### config.mk
export PLATFORM = sky130hd
export DESIGN_NAME = sync_word_framer
export DESIGN_NICKNAME = d
export VERILOG_FILES = /design/src/rtl/fsi_pkg.sv /design/src/rtl/fsi_position_counter.sv /design/src/rtl/fsi_align_word.sv /design/src/rtl/fsi_payload_gate.sv /design/src/rtl/sync_word_framer.sv
export SDC_FILE = /design/constraint.sdc
export NUM_CORES = 1
export LEC_CHECK = 0
export CORE_AREA = 8 8 45 47
export DETAILED_ROUTE_END_ITERATION = 16
export DIE_AREA = 0 0 53 55
export PLACE_DENSITY = 0.36
export SYNTH_ARGS = -nofsm -noshare
export SYNTH_HDL_FRONTEND = slang
export SYNTH_SLANG_ARGS = --single-unit
### constraint.sdc
create_clock -name clk -period 1.9 [get_ports clk]
set_input_delay 0.285 -clock clk [delete_from_list [all_inputs] [get_ports clk]]
set_output_delay 0.285 -clock clk [all_outputs]
set_load 0.01 [all_outputs]
### src/rtl/fsi_pkg.sv
package fsi_pkg;
  typedef enum logic {
    SLOT_ALIGN = 1'b0,
    SLOT_DATA  = 1'b1
  } slot_e;
endpackage

### src/rtl/fsi_position_counter.sv
module fsi_position_counter
  import fsi_pkg::*;
#(
  parameter int FRAME_LEN = 14,
  parameter int PAT_LEN   = 6,
  localparam int CW       = $clog2(FRAME_LEN)
) (
  input  logic          clk,
  input  logic          rst,
  output logic [CW-1:0] pos,
  output slot_e         slot,
  output logic          at_first
);
  localparam logic [CW-1:0] LAST_POS = CW'(FRAME_LEN - 1);
  localparam logic [CW-1:0] DATA_POS = CW'(PAT_LEN);

  always_ff @(posedge clk) begin
    if (rst)                 pos <= '0;
    else if (pos == LAST_POS) pos <= '0;
    else                     pos <= pos + CW'(1);
  end

  always_comb begin
    slot     = (pos < DATA_POS) ? SLOT_ALIGN : SLOT_DATA;
    at_first = (pos == '0);
  end

  // wrap after the last position
  a_r6_wrap: assert property (@(posedge clk) disable iff (rst)
    (pos == LAST_POS) |=> (pos == '0));
  // position always advances, whatever the payload source does
  a_r5_advance: assert property (@(posedge clk) disable iff (rst)
    (pos != LAST_POS) |=> (pos == $past(pos) + CW'(1)));
endmodule

### src/rtl/fsi_align_word.sv
module fsi_align_word #(
  parameter int              PAT_LEN = 6,
  parameter logic [PAT_LEN-1:0] PATTERN = 6'b110100,
  parameter int              CW      = 4,
  localparam int             PW      = (PAT_LEN > 1) ? $clog2(PAT_LEN) : 1
) (
  input  logic [CW-1:0] pos,
  output logic          word_bit
);
  logic [PW-1:0] idx;
  always_comb begin
    idx      = PW'(PAT_LEN - 1) - pos[PW-1:0];
    word_bit = PATTERN[idx];
  end
endmodule

### src/rtl/fsi_payload_gate.sv
module fsi_payload_gate
  import fsi_pkg::*;
(
  input  logic  clk,
  input  logic  rst,
  input  slot_e slot,
  input  logic  word_bit,
  input  logic  pl_valid,
  input  logic  pl_data,
  output logic  pl_ready,
  output logic  line_bit
);
  logic take;
  always_comb begin
    pl_ready = !rst && (slot == SLOT_DATA);
    take     = pl_ready && pl_valid;
    if (rst)                    line_bit = 1'b0;
    else if (slot == SLOT_ALIGN) line_bit = word_bit;
    else                        line_bit = take ? pl_data : 1'b0;
  end

  // the source is held back during the alignment slot
  a_r3_no_ready_in_align: assert property (@(posedge clk) disable iff (rst)
    (slot == SLOT_ALIGN) |-> !pl_ready);
  // an empty payload position sends a zero
  a_r5_idle_zero: assert property (@(posedge clk) disable iff (rst)
    (pl_ready && !pl_valid) |-> !line_bit);
endmodule

### src/rtl/sync_word_framer.sv
module sync_word_framer
  import fsi_pkg::*;
#(
  parameter int                 FRAME_LEN = 14,
  parameter int                 PAT_LEN   = 6,
  parameter logic [PAT_LEN-1:0] PATTERN   = 6'b110100
) (
  input  logic clk,
  input  logic rst,
  input  logic pl_valid,
  input  logic pl_data,
  output logic pl_ready,
  output logic ser_out,
  output logic frame_start
);
  localparam int CW = $clog2(FRAME_LEN);

  if (FRAME_LEN <= PAT_LEN || PAT_LEN < 2) begin : g_bad_cfg
    $error("frame must be longer than a pattern of at least 2 bits");
  end

  logic [CW-1:0] pos;
  slot_e         slot;
  logic          at_first;
  logic          word_bit;

  fsi_position_counter #(.FRAME_LEN(FRAME_LEN), .PAT_LEN(PAT_LEN)) u_pos (
    .clk(clk), .rst(rst), .pos(pos), .slot(slot), .at_first(at_first));

  fsi_align_word #(.PAT_LEN(PAT_LEN), .PATTERN(PATTERN), .CW(CW)) u_word (
    .pos(pos), .word_bit(word_bit));

  fsi_payload_gate u_gate (
    .clk(clk), .rst(rst), .slot(slot), .word_bit(word_bit),
    .pl_valid(pl_valid), .pl_data(pl_data),
    .pl_ready(pl_ready), .line_bit(ser_out));

  assign frame_start = at_first && !rst;

  // quiet outputs while in reset
  a_r1_quiet_in_reset: assert property (@(posedge clk)
    rst |-> (!pl_ready && !frame_start && !ser_out));
  // a frame opens right after reset is released
  a_r8_restart: assert property (@(posedge clk) disable iff (rst)
    $past(rst) |-> (frame_start && ser_out == PATTERN[PAT_LEN-1]));
  // strobe lasts a single cycle
  a_r6_single_strobe: assert property (@(posedge clk) disable iff (rst)
    frame_start |=> !frame_start);
  // strobe never coincides with a payload request
  a_r3_strobe_not_ready: assert property (@(posedge clk) disable iff (rst)
    frame_start |-> !pl_ready);
endmodule

## After elaboration in Yosys (flattened, before gate mapping)

Memories as Yosys holds them, arrays and structs flattened.
Cells that the tools add are included.

| storage, ports and cells | value |
|---|---|
| input port bits | 4 |
| logic and storage cells | 18 |
| bits in registers | 4 |
| output and inout port bits | 3 |
| bits in read-only memories | 8 |
| memory bits (writable) | 0 |
| latch bits | 0 |
| memories kept | 1 |

| cells by class | value |
|---|---|
| add/subtract/negate cells | 2 |
| multipliers | 0 |
| equal/unequal tests | 1 |
| divide/modulo/power cells | 0 |
| order comparisons | 2 |
| shift operators | 0 |
| muxes and demuxes | 5 |
| reductions and logical operators | 6 |
| bitwise logic cells | 0 |

Memories:

| name | words | bits a word | rd ports | clocked after memory_dff | write ports | RTL line | source |
|---|---|---|---|---|---|---|---|
| (no name shown) | 8 | 1 | 1 | 0 | 0 | fsi_align_word.sv:13 | `word_bit = PATTERN[idx];` |

Operators with widths:

| kind | number |
|---|---|
| 1-bit 2-to-1 mux | 5 |
| 4-bit by 1-bit adder with 4-bit output (second input constant) | 1 |
| 4-bit equality test (second input constant) | 1 |
| 4-bit zero test | 1 |
| 3-bit by 4-bit < comparator with 1-bit output (second input constant) | 1 |
| 4-bit by 3-bit < comparator with 1-bit output (second input constant) | 1 |
| 1-bit logical AND | 3 |
| 3-bit subtractor (first input constant) | 1 |
| 2-bit OR reduction | 1 |
| 1-bit zero test | 1 |

## Logic depth before layout (Yosys ltp)

| logic depth | value |
|---|---|
| word-level depth | 7 |
| mapped depth | 5 |
| gate-level depth less buffers | 5 |

## Hierarchy

A second synthesis with hierarchy kept.

| unflattened totals | value |
|---|---|
| cell total of the unflattened synthesis | 29 |
| area, all modules | 270.3 sq um |

By module, submodules not included:

| module | instances | seq. area each (sq um) | area each (sq um) | cells each |
|---|---|---|---|---|
| fsi_position_counter | 1 | 80.1 | 203.9 | 22 |
| fsi_payload_gate | 1 | 0.0 | 27.5 | 3 |
| fsi_align_word | 1 | 0.0 | 25.0 | 3 |
| sync_word_framer | 1 | 0.0 | 13.8 | 1 |

## Least setup slack after synthesis

Ideal clock, no wire load.

| path | value |
|---|---|
| kind | register -> output |
| start point | register u_pos.pos[0] |
| end point | output port ser_out |
| stages on the path, launching flop included | 4 |
| path buffers | 0 |
| path slack | 607 ps |
| arrival time | 1,008 ps |
| data required time | 1,615 ps |
| cell sequence | dfxtp_1 -> ha_1 -> inv_1 -> a311oi_1 |

| on the way | value |
|---|---|
| longest elaborated chain between the ends | 7 |
| elaborated cells on any way between the ends | 10 |
| classes of those cells | add/sub: 1; order compare: 1; mux: 5; reduce/logical: 2; memory: 1 |

Ends and longest elaborated chain:

| item | RTL line | source |
|---|---|---|
| start, declared | fsi_position_counter.sv:10 | `output logic [CW-1:0] pos,` |
| start signal, assigned | fsi_position_counter.sv:20 | `else pos <= pos + CW'(1);` |
| parallel branches: the longest is 5 deep, another holds 3-bit subtractor | -- |  |
| 1-bit 2-to-1 mux (*) | fsi_payload_gate.sv:18 | `else if (slot == SLOT_ALIGN) line_bit = word_bit;` |
| 1-bit 2-to-1 mux (*) | fsi_payload_gate.sv:17 | `if (rst) line_bit = 1'b0;` |
| end, declared | sync_word_framer.sv:13 | `output logic ser_out,` |

Mark *: on every way between the ends. The select of a mux whose other input is x is not followed.

## Worst setup path after layout

| path | value |
|---|---|
| start point | input port rst |
| end point | output port pl_ready |

| on the way | value |
|---|---|
| longest elaborated chain between the ends | 2 |

Ends and longest elaborated chain:

| item | RTL line | source |
|---|---|---|
| start, declared | sync_word_framer.sv:9 | `input logic rst,` |
| 1-bit zero test | fsi_payload_gate.sv:15 | `pl_ready = !rst && (slot == SLOT_DATA);` |
| 1-bit logical AND | fsi_payload_gate.sv:15 |  |
| end, declared | sync_word_framer.sv:12 | `output logic pl_ready,` |

No other way between the ends.

==> reports/metrics.yaml <==
wl_per_cell_um: 10.3
worst_pin_slew_ns: 0.221
grt_setup_unrepaired: "false"
worstPathCellList: "clkdlybuf4s50_1 -> nor2_1 -> clkdlybuf4s50_1"
diodes: 0
finClkSkew_ns: 0.00269
routed_wl_um: 579
p_leak_uw: 0.000158
clk_pin_slew_ns: 0.03
ff2ff_setup_slack_ns: 0.77
syn_inst: 27
insertion_delay_ns: 0.23
grt_first_pass_wirelength_um: 1010
ys_warn_count: 0
outcome: "complete, no violations"
yosysTopAreaCell: "dfxtp_1"
vias: 236
h-tree-depth: 1
setup_violations: 0
cts_root_buf: "clkbuf_4"
crit_path_max_fanout: 5
place_congestion: 0.677
start_util_pct: 17.3
tns_ns: 0
synth.cell_area_um2: 239
core_area_um2: 1380
area_delta_synth_final_pct: 54.5
crit_type: "in2out"
cts_tree: "done"
die_w_um: 53
drive_gt1_share_pct: 20.0
drt_iter0_markers: 0
drv_slew: 0
seqCellArea_um2: 80.1
crit_path_end_kind: "output pin"
layout.nets: 50
arrival_ns: 1.45
synth_fp_nets: 35
grt_start_max_net_pins: 7
cp.required_ns: 1.62
drc: 0
rows: 14
slew_headroom_pct: 85.0
rr_worst_depth: 4
top_usage_layer: "met2"
peakVddDrop_v: 0.000172
io_pins: 7
first_pass_iters: 1
holdPathEnd: "u_pos.pos[3]$_SDFF_PP0_"
hp-start: "u_pos.pos[3]$_SDFF_PP0_"
grt_pass1_vias: 255
final_core_util_pct: 26.7
dieArea_um2: 2920
ant_nets: 0
ys_ff_latch: 4
path_buf_inv: 2
postSynthAreaPerCell_um2: 8.85
top_register: "u_pos.pos"
postCtsSetupRepairBufs: 0
max_clock_freq_mhz: 575
whs_path_depth: 2
worstReg2RegStart: "u_pos.pos[1]$_SDFF_PP0_"
slowest_delay_ns: 0.54
crit_path_start_kind: "primary input"
multi_input_area_um2: 148
crit_top_cell: "clkdlybuf4s50_1"
slowest_stage: "clkdlybuf4s50_1"
grt_usage_pct: 4.86
ys_seq_area_share_pct: 33.5
cts.path.max_buffers: 2
netlist.area_leader.share_pct: 33.5
final_cell_mix: "ha_1 (4), clkdlybuf4s50_1 (4), buf_4 (4), dfxtp_1 (4)"
die_h_um: 55
met2_usage_pct: 7.23
antenna_found_initial: 0
p_per_area_nw_per_um2: 663
startpoint: "rst"
dp_hpwl_um: 494
cts_sinks: 4
grtUsageMet3_pct: 4.01
largest_register_ffs: 4
yosysUniqueCellTypes: 16
fin_crit_sh_pct: 91.5
crit_family: "buffers and inverters"
use_met1_pct: 4.26
fin_crit_ns: 1.74
ys_top_cells_by_area: "dfxtp_1 (34%), ha_1 (21%), a21oi_1 (6.3%), inv_1 (4.7%), a21oi_2 (3.7%)"
min_path_type: "reg2reg"
r2r_end: "u_pos.pos[1]$_SDFF_PP0_"
grt_overflow_total: 0
numCtsBuffers: 3
cap_violations: 0
detail_route.vias_per_cell: 4.21
io_buffers: 6
largestRegisters: "u_pos.pos (4)"
finalHoldViolCount: 0
fillerInstances: 160
## how the worst max path moves through the flow
stage	to	depth (start not counted)
final	pl_ready	3
after global placement	frame_start	3
after detailed placement	frame_start	3
after global routing	ser_out	4
after CTS	pl_ready	3
after floorplan	ser_out	3
## Yosys cell counts
cell type,number
a21oi_1,3
a21oi_2,1
a22oi_1,1
a311oi_1,1
and3_1,1
dfxtp_1,4
ha_1,4
inv_1,3
nand2_1,2
nand2b_1,1
nand3_1,1
nand3b_1,1
nor2_1,1
nor3_1,1
nor3b_1,1
nor4b_1,1
## power breakdown
part / switching (uW) / internal [uW] / total, uW
registers: 5.23 / 89.9 / 95.1
logic: 21.0 / 27.6 / 48.6
clock network: 30.5 / 70.4 / 101
## metal layers
metal  share of wire, %  vias to the layer above
met5                  0                        -
met4                  0                        0
met3                 12                        0
met2                 47                        6
met1                 41                      105
li1                   -                      125
## repair_timing
item                                    in CTS  in global routing
endpoints found under the setup margin       2                  0
hold buffers                                 0                  0
resized for setup                            2                  0
## worst register-to-register path: stages, from the launching register on
cell	delay [ns]
dfxtp_1	0.39
inv_1	0.08
ha_1	0.20
and3_1	0.20
nor3b_1	0.18
## cell type report
| class | count | area share [%] |
|---|---|---|
| repair buffers | 10 | 23.7 |
| multi-input cells | 20 | 40.0 |
| well taps | 16 | 5.42 |
| inverters | 3 | 3.05 |
| flip-flops and latches | 4 | 21.7 |
| clock buffers | 3 | 6.10 |
## per-stage QoR
step                      instance area [um2]  hold WS [ns]  std cells  setup slack (ns)  total power, uW
after floorplan                           239         0.354         27             0.607              118
after global placement                    349         0.529         53           -0.0495              150
after global routing                      369         0.543         56            0.0939              264
final                                     369         0.519         56             0.161              245
after CTS                                 369         0.523         56             0.159              253
after detailed placement                  349         0.520         53           -0.0829              150
## cells by family (layout without fill, tap and decap cells)
| logic type | count (synthesis) | count (layout) | share of synthesized area, % |
|---|---|---|---|
| buffers and inverters | 3 | 16 | 4.71 |
| DFF | 4 | 4 | 33.5 |
| adders and majority gates | 4 | 4 | 20.9 |
| AOI/OAI and AO/OA | 6 | 6 | 16.8 |
| and+or+nand+nor | 10 | 10 | 24.1 |
No activity file was read; power rests on OpenSTA's default activity.
